## config.mk

```make
export PLATFORM = sky130hd
export DESIGN_NAME = mdet_irq_latch
export DESIGN_NICKNAME = d
export VERILOG_FILES = /design/src/rtl/mdet_pkg.sv /design/src/rtl/mdet_evt_sel.sv /design/src/rtl/mdet_flag_latch.sv /design/src/rtl/mdet_regs.sv /design/src/rtl/mdet_irq_latch.sv
export SDC_FILE = /design/constraint.sdc
export NUM_CORES = 1
export LEC_CHECK = 0
export ABC_CLOCK_PERIOD_IN_PS = 2240
export BUFFER_PORTS_ARGS = -buffer_cell sky130_fd_sc_hd__buf_2
export CAP_MARGIN = 20
export CORE_ASPECT_RATIO = 0.8
export CORE_MARGIN = 2
export CORE_UTILIZATION = 36
export CTS_CLUSTER_SIZE = 40
export DETAILED_ROUTE_END_ITERATION = 8
export GPL_ROUTABILITY_DRIVEN = 0
export GPL_TIMING_DRIVEN = 0
export PLACE_DENSITY = 0.7
export SLEW_MARGIN = 10
export SYNTH_ARGS = -nofsm -noshare
export SYNTH_HDL_FRONTEND = slang
export SYNTH_SLANG_ARGS = --single-unit
```

## constraint.sdc

```tcl
create_clock -name clk -period 2.24 [get_ports clk]
set_clock_uncertainty 0.2 [all_clocks]
set_input_delay 0.448 -clock clk [delete_from_list [all_inputs] [get_ports clk]]
set_output_delay 0.448 -clock clk [all_outputs]
set_load 0.05 [all_outputs]
```

## src/rtl/mdet_pkg.sv

```systemverilog
package mdet_pkg;
   localparam int ADDR_CTRL  = 0;
   localparam int ADDR_CLR   = 1;
   localparam int ADDR_WIN   = 2;
   localparam int ADDR_SRC   = 3;
   localparam int ADDR_FLAG  = 4;

   localparam int SWAP_BIT   = 0;
   localparam int SEL_LSB    = 1;
   localparam int DIS_LSB    = 3;
   localparam int THR_BIT    = 6;

   typedef enum logic [1:0] {
      EVK_LEVEL  = 2'd0,
      EVK_PULSE  = 2'd1,
      EVK_SINGLE = 2'd2
   } evt_kind_e;

   // which = 0 -> flag 1, which = 1 -> flag 2
   function automatic evt_kind_e kind_of(input logic [1:0] sel, input logic which);
      evt_kind_e k;
      case (sel)
         2'b01:   k = which ? EVK_LEVEL : EVK_PULSE;
         2'b10:   k = which ? EVK_PULSE : EVK_SINGLE;
         default: k = which ? EVK_PULSE : EVK_LEVEL;
      endcase
      return k;
   endfunction
endpackage

```

## src/rtl/mdet_evt_sel.sv

```systemverilog
module mdet_evt_sel
   import mdet_pkg::*;
#(
   parameter int NAXES = 3
) (
   input  logic [1:0]       sel_i,
   input  logic [NAXES-1:0] dis_i,
   input  logic             thr_signed_i,
   input  logic [NAXES-1:0] lvl_abs_i,
   input  logic [NAXES-1:0] lvl_sgn_i,
   input  logic [NAXES-1:0] pls_single_i,
   input  logic [NAXES-1:0] pls_event_i,
   output logic [NAXES-1:0] lvl_m_o,
   output logic [NAXES-1:0] sgl_m_o,
   output logic [NAXES-1:0] pev_m_o,
   output logic [1:0]       flag_hit_o
);
   for (genvar a = 0; a < NAXES; a++) begin : g_axis
      always_comb begin
         lvl_m_o[a] = ~dis_i[a] & (thr_signed_i ? lvl_sgn_i[a] : lvl_abs_i[a]);
         sgl_m_o[a] = ~dis_i[a] & pls_single_i[a];
         pev_m_o[a] = ~dis_i[a] & pls_event_i[a];
      end
   end

   for (genvar f = 0; f < 2; f++) begin : g_flag
      always_comb begin
         case (kind_of(sel_i, f[0]))
            EVK_LEVEL:  flag_hit_o[f] = |lvl_m_o;
            EVK_SINGLE: flag_hit_o[f] = |sgl_m_o;
            default:    flag_hit_o[f] = |pev_m_o;
         endcase
      end
   end
endmodule

```

## src/rtl/mdet_flag_latch.sv

```systemverilog
module mdet_flag_latch (
   input  logic clk,
   input  logic rst_n,
   input  logic set_i,
   input  logic clr_i,
   output logic flag_o
);
   always_ff @(posedge clk or negedge rst_n) begin
      if (!rst_n)     flag_o <= 1'b0;
      else if (clr_i) flag_o <= 1'b0;
      else if (set_i) flag_o <= 1'b1;
   end
endmodule

```

## src/rtl/mdet_regs.sv

```systemverilog
module mdet_regs
   import mdet_pkg::*;
#(
   parameter int DW    = 8,
   parameter int AW    = 3,
   parameter int NAXES = 3
) (
   input  logic             clk,
   input  logic             rst_n,
   input  logic             wr_en,
   input  logic [AW-1:0]    wr_addr,
   input  logic [DW-1:0]    wr_data,
   input  logic [AW-1:0]    rd_addr,
   input  logic [NAXES-1:0] src_lvl_i,
   input  logic [NAXES-1:0] src_pls_i,
   input  logic [1:0]       flag_i,
   output logic [DW-1:0]    rd_data,
   output logic [DW-1:0]    ctrl_o,
   output logic [1:0]       clr_o,
   output logic [DW-1:0]    win_o
);
   always_ff @(posedge clk or negedge rst_n) begin
      if (!rst_n) begin
         ctrl_o <= '0;
         clr_o  <= '0;
         win_o  <= '0;
      end else if (wr_en) begin
         case (int'(wr_addr))
            ADDR_CTRL: ctrl_o <= wr_data;
            ADDR_CLR:  clr_o  <= wr_data[1:0];
            ADDR_WIN:  win_o  <= wr_data;
            default:   ;
         endcase
      end
   end

   always_comb begin
      rd_data = '0;
      case (int'(rd_addr))
         ADDR_CTRL: rd_data = ctrl_o;
         ADDR_CLR:  rd_data[1:0] = clr_o;
         ADDR_WIN:  rd_data = win_o;
         ADDR_SRC:  rd_data[2*NAXES-1:0] = {src_pls_i, src_lvl_i};
         ADDR_FLAG: rd_data[1:0] = flag_i;
         default:   ;
      endcase
   end
endmodule

```

## src/rtl/mdet_irq_latch.sv

```systemverilog
module mdet_irq_latch
   import mdet_pkg::*;
#(
   parameter int DW    = 8,
   parameter int AW    = 3,
   parameter int NAXES = 3
) (
   input  logic             clk,
   input  logic             rst_n,
   input  logic             wr_en,
   input  logic [AW-1:0]    wr_addr,
   input  logic [DW-1:0]    wr_data,
   input  logic [AW-1:0]    rd_addr,
   output logic [DW-1:0]    rd_data,
   input  logic [NAXES-1:0] lvl_abs_i,
   input  logic [NAXES-1:0] lvl_sgn_i,
   input  logic [NAXES-1:0] pls_single_i,
   input  logic [NAXES-1:0] pls_event_i,
   output logic             irq_pin1_o,
   output logic             irq_pin2_o,
   output logic             dp_restart_o
);
   localparam int SRC_W = 2 * NAXES;

   if (NAXES < 1 || DIS_LSB + NAXES > THR_BIT) begin : g_bad_axes
      $error("mdet_irq_latch: NAXES must be 1..3");
   end
   if (DW < 8 || SRC_W > DW) begin : g_bad_dw
      $error("mdet_irq_latch: DW must be at least 8");
   end
   if ((1 << AW) <= ADDR_FLAG) begin : g_bad_aw
      $error("mdet_irq_latch: AW too narrow for register map");
   end

   logic [DW-1:0]    ctrl_q;
   logic [DW-1:0]    win_q;
   logic [1:0]       clr_q;
   logic [1:0]       flag_q;
   logic [1:0]       clr_eff;
   logic [1:0]       flag_hit;
   logic [NAXES-1:0] lvl_m, sgl_m, pev_m;
   logic [NAXES-1:0] src_lvl_q, src_pls_q;
   logic [1:0]       sel;
   logic             dp_lock;
   evt_kind_e        kind [2];
   logic             lvl_used, sgl_used, pev_used;
   logic             clr_lvl, clr_pls;

   mdet_regs #(.DW(DW), .AW(AW), .NAXES(NAXES)) u_regs (
      .clk       (clk),
      .rst_n     (rst_n),
      .wr_en     (wr_en),
      .wr_addr   (wr_addr),
      .wr_data   (wr_data),
      .rd_addr   (rd_addr),
      .src_lvl_i (src_lvl_q),
      .src_pls_i (src_pls_q),
      .flag_i    (flag_q),
      .rd_data   (rd_data),
      .ctrl_o    (ctrl_q),
      .clr_o     (clr_q),
      .win_o     (win_q)
   );

   assign sel = ctrl_q[SEL_LSB +: 2];

   mdet_evt_sel #(.NAXES(NAXES)) u_sel (
      .sel_i        (sel),
      .dis_i        (ctrl_q[DIS_LSB +: NAXES]),
      .thr_signed_i (ctrl_q[THR_BIT]),
      .lvl_abs_i    (lvl_abs_i),
      .lvl_sgn_i    (lvl_sgn_i),
      .pls_single_i (pls_single_i),
      .pls_event_i  (pls_event_i),
      .lvl_m_o      (lvl_m),
      .sgl_m_o      (sgl_m),
      .pev_m_o      (pev_m),
      .flag_hit_o   (flag_hit)
   );

   always_comb begin
      kind[0]    = kind_of(sel, 1'b0);
      kind[1]    = kind_of(sel, 1'b1);
      dp_lock    = (win_q != '0) && (kind[0] == EVK_SINGLE);
      clr_eff[1] = clr_q[1];
      clr_eff[0] = dp_lock ? clr_q[1] : clr_q[0];
      lvl_used   = (kind[0] == EVK_LEVEL)  || (kind[1] == EVK_LEVEL);
      sgl_used   = (kind[0] == EVK_SINGLE) || (kind[1] == EVK_SINGLE);
      pev_used   = (kind[0] == EVK_PULSE)  || (kind[1] == EVK_PULSE);
      clr_lvl    = (clr_eff[0] && kind[0] == EVK_LEVEL) ||
                   (clr_eff[1] && kind[1] == EVK_LEVEL);
      clr_pls    = (clr_eff[0] && kind[0] != EVK_LEVEL) ||
                   (clr_eff[1] && kind[1] != EVK_LEVEL);
   end

   for (genvar f = 0; f < 2; f++) begin : g_latch
      mdet_flag_latch u_flag (
         .clk    (clk),
         .rst_n  (rst_n),
         .set_i  (flag_hit[f]),
         .clr_i  (clr_eff[f]),
         .flag_o (flag_q[f])
      );
   end

   always_ff @(posedge clk or negedge rst_n) begin
      if (!rst_n) begin
         src_lvl_q <= '0;
         src_pls_q <= '0;
      end else begin
         if (clr_lvl)       src_lvl_q <= '0;
         else if (lvl_used) src_lvl_q <= src_lvl_q | lvl_m;
         if (clr_pls)       src_pls_q <= '0;
         else               src_pls_q <= src_pls_q | (sgl_used ? sgl_m : '0)
                                                   | (pev_used ? pev_m : '0);
      end
   end

   assign irq_pin1_o   = ctrl_q[SWAP_BIT] ? flag_q[1] : flag_q[0];
   assign irq_pin2_o   = ctrl_q[SWAP_BIT] ? flag_q[0] : flag_q[1];
   assign dp_restart_o = dp_lock & clr_q[1];
endmodule

```

# [Yosys cells after proc, flatten, opt, wreduce, memory -nomap -nowiden]
# Cells that the tools add are included.
[word_totals] regBits=26 latchBits=0 ramBits=0 romBits=0 output_inout_bits=11 mem_count=0
[op_classes] addsub=0 n_mul=0 div_mod_pow=0 order_cmp=0 eq_ne=12 n_shift=0 muxes=22 bitwise_logic=16 n_reduce_logical=26
[ops] operator="$mux W3" count=5
[ops] operator="$pmux W4 S3" count=1
[ops] operator="$mux W1" count=11
[ops] operator="$and A1 B1 Y1" count=10
[ops] operator="$pmux W2 S5" count=1
[ops] operator="$reduce_bool A2 Y1" count=5
[ops] operator="$eq A3 B2 Y1 const B" count=3
[ops] operator="$or A3 B3 Y3" count=3
[ops] operator="$reduce_or A3 Y1" count=3
[ops] operator="$pmux W2 S2" count=2
[ops] operator="$reduce_bool A8 Y1" count=1
[ops] operator="$eq A2 B1 Y1 const B" count=3
[ops] operator="$eq A3 B1 Y1 const B" count=2
[ops] operator="$logic_not A3 Y1" count=2
[ops] operator="$reduce_and A2 Y1" count=3
[ops] operator="$logic_and A1 B1 Y1" count=5
[ops] operator="$logic_or A1 B1 Y1" count=5
[ops] operator="$eq A2 B2 Y1 const B" count=2
[ops] operator="$logic_not A2 Y1" count=2
[ops] operator="$pmux W1 S2" count=2
[ops] operator="$eq A3 B3 Y1 const B" count=1
[ops] operator="$not A1 Y1" count=3
[ops] operator="$eq A1 B2 Y1 const B" count=1

# [Logic depth before layout (Yosys ltp)]
[depth] word_depth=8 mapped_depth=6

# [Cells and area by module]
# From an unflattened synthesis, not the netlist that was laid out.
[hier_totals] hier_cells=143 hier_area_um2=1596.5
[modules_own_cells] module="mdet_regs" n_inst=1 cells_each=74 area_each_um2=938.4
[modules_own_cells] module="mdet_irq_latch" n_inst=1 cells_each=40 area_each_um2=401.6
[modules_own_cells] module="mdet_evt_sel" n_inst=1 cells_each=25 area_each_um2=186.4
[modules_own_cells] module="mdet_flag_latch" n_inst=2 cells_each=2 area_each_um2=35.0

# [Least setup slack after synthesis]
# OpenSTA, ideal clock, no wires.
[synth_timing] path_type="input -> output" start="in rd_addr[1]" end="out rd_data[0]" arrival_time_ns=2.048 required_ns=1.592 slack_ns=-0.456 path_stages=3 path_buffers=2 cell_sequence="buf_2 > buf_2 > o32ai_1"
[synth_between] elab_chain_cells=2
[synth_rtl] element="start, declared" line_no="mdet_irq_latch.sv:13" source="input logic [AW-1:0] rd_addr,"
[synth_rtl] element="$eq A3 B3 Y1, or another cell as far along" line_no="mdet_regs.sv:39" source="case (int'(rd_addr))"
[synth_rtl] element="$pmux W2 S5 *" line_no="mdet_regs.sv:39"
[synth_rtl] element="end, declared" line_no="mdet_irq_latch.sv:14" source="output logic [DW-1:0] rd_data,"
# Every way passes the cells marked *; elsewhere a longest branch is shown, timed or not.

# [Worst setup path after layout]
[layout_timing] start="reg u_regs.win_o[0]" end="out dp_restart_o"
[layout_between] elab_chain_cells=3
[layout_rtl] element="start, declared" line_no="mdet_regs.sv:20" source="output logic [DW-1:0] win_o"
[layout_rtl] element="start signal, assigned" line_no="mdet_regs.sv:31" source="ADDR_WIN: win_o <= wr_data;"
[layout_rtl] element="$reduce_bool A8 Y1" line_no="mdet_irq_latch.sv:84" source="dp_lock = (win_q != '0) && (kind[0] == EVK_SINGLE);"
[layout_rtl] element="$logic_and A1 B1 Y1" line_no="mdet_irq_latch.sv:84"
[layout_rtl] element="$and A1 B1 Y1" line_no="mdet_irq_latch.sv:121" source="assign dp_restart_o = dp_lock & clr_q[1];"
[layout_rtl] element="end, declared" line_no="mdet_irq_latch.sv:21" source="output logic dp_restart_o"
# No other way between the ends.

==> results.ini <==
[cells_and_area]
fin_cells = 252
syn_to_final_growth_pct = 23.1
antenna_cells = 0
nFillCells = 425
drive_gt1_share_pct = 37.9
nNetsFinal = 228

[grt]
grt_pass1_vias = 1262
grt_use_met3_pct = 5.06
grt_use_met1_pct = 24.6
grt_overflow = 0
grt_first_pass_wirelength_um = 6340
track_usage_pct = 16.8
grtUsageMet2_pct = 24.3
busiest_layer = met1
grt_max_degree = 27
antenna_found_initial = 0

[yosys]
synthTopCellsByArea = dfrtp_1 42%, mux2_2 9.5%, mux2i_1 7.1%
yosysMostFrequentCell = dfrtp_1
netlist_area_um2 = 1550
synth_area_leader_cell = dfrtp_1
syn_area_per_cell_um2 = 10.2
synth_common_cells = 26 x dfrtp_1, 13 x mux2_2, 13 x nor2_1
synth_edf_count = 0
yosysWarnings = 0
syn-instance-count = 152
ys_types = 35
ys_async_sr_fraction_pct = 100
ys_seq_area_share_pct = 42.1
synthDominantCellAreaShare_pct = 42.1
synth_nets = 184
synth-seq-cells = 26
synth_flop_cell = dfrtp_1

[die]
num_rows = 21
die_width_um = 77.3
io_pins = 40
fp.dieH_um = 62.6
die_area_um2 = 4840
core_um2 = 4150
start_util_pct = 37.3

[clock_tree]
clockBufferDepth = 2
cts.htree.levels = 1
cts-root-buf = clkbuf_8
cts_tree = built
cts.sinks = 26
clk_pin_slew_ps = 80
cts-buffers-inserted = 3
insertion_delay_ps = 270
post_cts_buffers = 0

[run]
cap_viol_max_count = 0

[sta]
hold_viol_final = 0
slew-limit-headroom_pct = 56.0
fin_crit_ps = 2190
fin_crit_sh_pct = 97.9
fmax_ghz = 0.456
maxSlewViolCount = 0
setup_ws_ps = 47.8
rsz0062_at_grt = true
finalSetupViolCount = 0
worst_pin_slew_ps = 655
whs_ps = 191

[critical_path]
critPathKind = reg2out
cp-start-kind = register
required_ps = 1590
cp_max_fo = 3
critPathArrivalTime_ps = 1540
cp-end-kind = output pin

[route]
drt-total-wl_um = 3880
vias = 1333
drtIter0Drc = 86
vias_per_cell = 5.29
wire_per_inst_um = 15.4
ant_nets = 0
drt-pass1-iter-count = 4
drc = 0

[placement]
place_inst = 247
dp.final_hpwl_um = 3060
numPortBuffers = 38
dp_worst_setup_slack_ps = -6.95

[power]
p_per_area_nw_per_um2 = 926
power_uw = 1760
leakage_uw = 0.000885
vdd_drop_max_v = 0.000559

[min_path]
min_path_type = in2reg

[status]
status = finished, final reports clean

-- final timing paths --
check,startpoint,to,slack [ps],depth (start not counted)
setup / recovery,u_regs.win_o[0],dp_restart_o,50,4
hold / removal,wr_data[4],u_regs.ctrl_o[4],190,3
setup reg to reg,u_regs.ctrl_o[1],g_latch[0].u_flag.flag_o,420,6
hold reg to reg,u_regs.ctrl_o[7],u_regs.ctrl_o[7],310,1
max in group asynchronous,rst_n,g_latch[1].u_flag.flag_o,950,2
min in group asynchronous,rst_n,u_regs.ctrl_o[4],500,2
-- cell usage in the layout (no fill, tap or decap), types with 3 or more instances in the layout --
| cell type | instances |
|---|---|
| a21oi_1 | 8 |
| a22o_1 | 3 |
| a31oi_1 | 4 |
| buf_2 | 38 |
| clkbuf_8 | 4 |
| dfrtp_1 | 26 |
| inv_1 | 10 |
| mux2_2 | 13 |
| mux2i_1 | 11 |
| nand2_1 | 11 |
| nor2_1 | 13 |
| nor3_1 | 9 |
| nor3_2 | 3 |
| o21ai_0 | 9 |
-- routing by layer --
layer | share of wire, % | vias up
met5 | 0 | -
met4 | 0.70 | 0
met3 | 6.9 | 4
met2 | 43 | 43
met1 | 50 | 650
li1 | - | 636
-- per-stage QoR --
stage / setup TNS [ps] / util, % / instance area (um2)
finish: 0 / 45.8 / 1900
global route: -48.9 / 45.8 / 1900
CTS: 0 / 45.6 / 1890
detailed placement: -6.95 / 44.0 / 1830
global placement: -15.4 / 44.0 / 1830
floorplan: -22.1 / - / 1560
-- cell type report --
type                       instances  area, um2  area share, %
clock buffer                       4       55.1           2.89
timing repair buffer              39        205           10.8
inverter                          10       37.5           1.97
buffer                             6       35.0           1.84
multi-input combinational        110        848           44.6
sequential                        26        651           34.2
tap                               57       71.3           3.75
-- cells by family (layout without fill, tap and decap cells) --
| group | after synthesis | count (layout) | share of synthesized area, % |
|---|---|---|---|
| adders and majority gates | 3 | 3 | 2.43 |
| DFF | 26 | 26 | 42.1 |
| muxes | 25 | 25 | 18.0 |
| AOI/OAI and AO/OA | 33 | 33 | 14.3 |
| buffers and inverters | 16 | 59 | 4.37 |
| and+or+nand+nor | 49 | 49 | 18.8 |
-- sequential cells by signal, summed over array words and instances (netlist names) --
| name | flops |
|---|---|
| g_latch.u_flag.flag_o | 2 |
| src_lvl_q | 3 |
| src_pls_q | 3 |
| u_regs.clr_o | 2 |
| u_regs.ctrl_o | 8 |
| u_regs.win_o | 8 |
-- what timing repair did --
item,4_1_cts,5_1_grt
gates resized for setup,2,5
hold buffers,1,0
hold endpoints to repair,26,0
pin swaps,0,0
endpoints found under the setup margin,2,3
gates cloned,0,0
-- where the power goes --
part | internal (uW) | total (uW) | switching [uW]
registers | 608 | 738 | 130
logic | 290 | 726 | 435
clock network | 157 | 299 | 142
total | 1060 | 1760 | 707
-- worst max-delay path, stage by stage, from the launching register on --
cell and delay [ps]:
dfrtp_1 420, nor4_2 380, and2_1 220, nor2_2 60, buf_4 180
No activity file was read; power rests on OpenSTA's default activity.
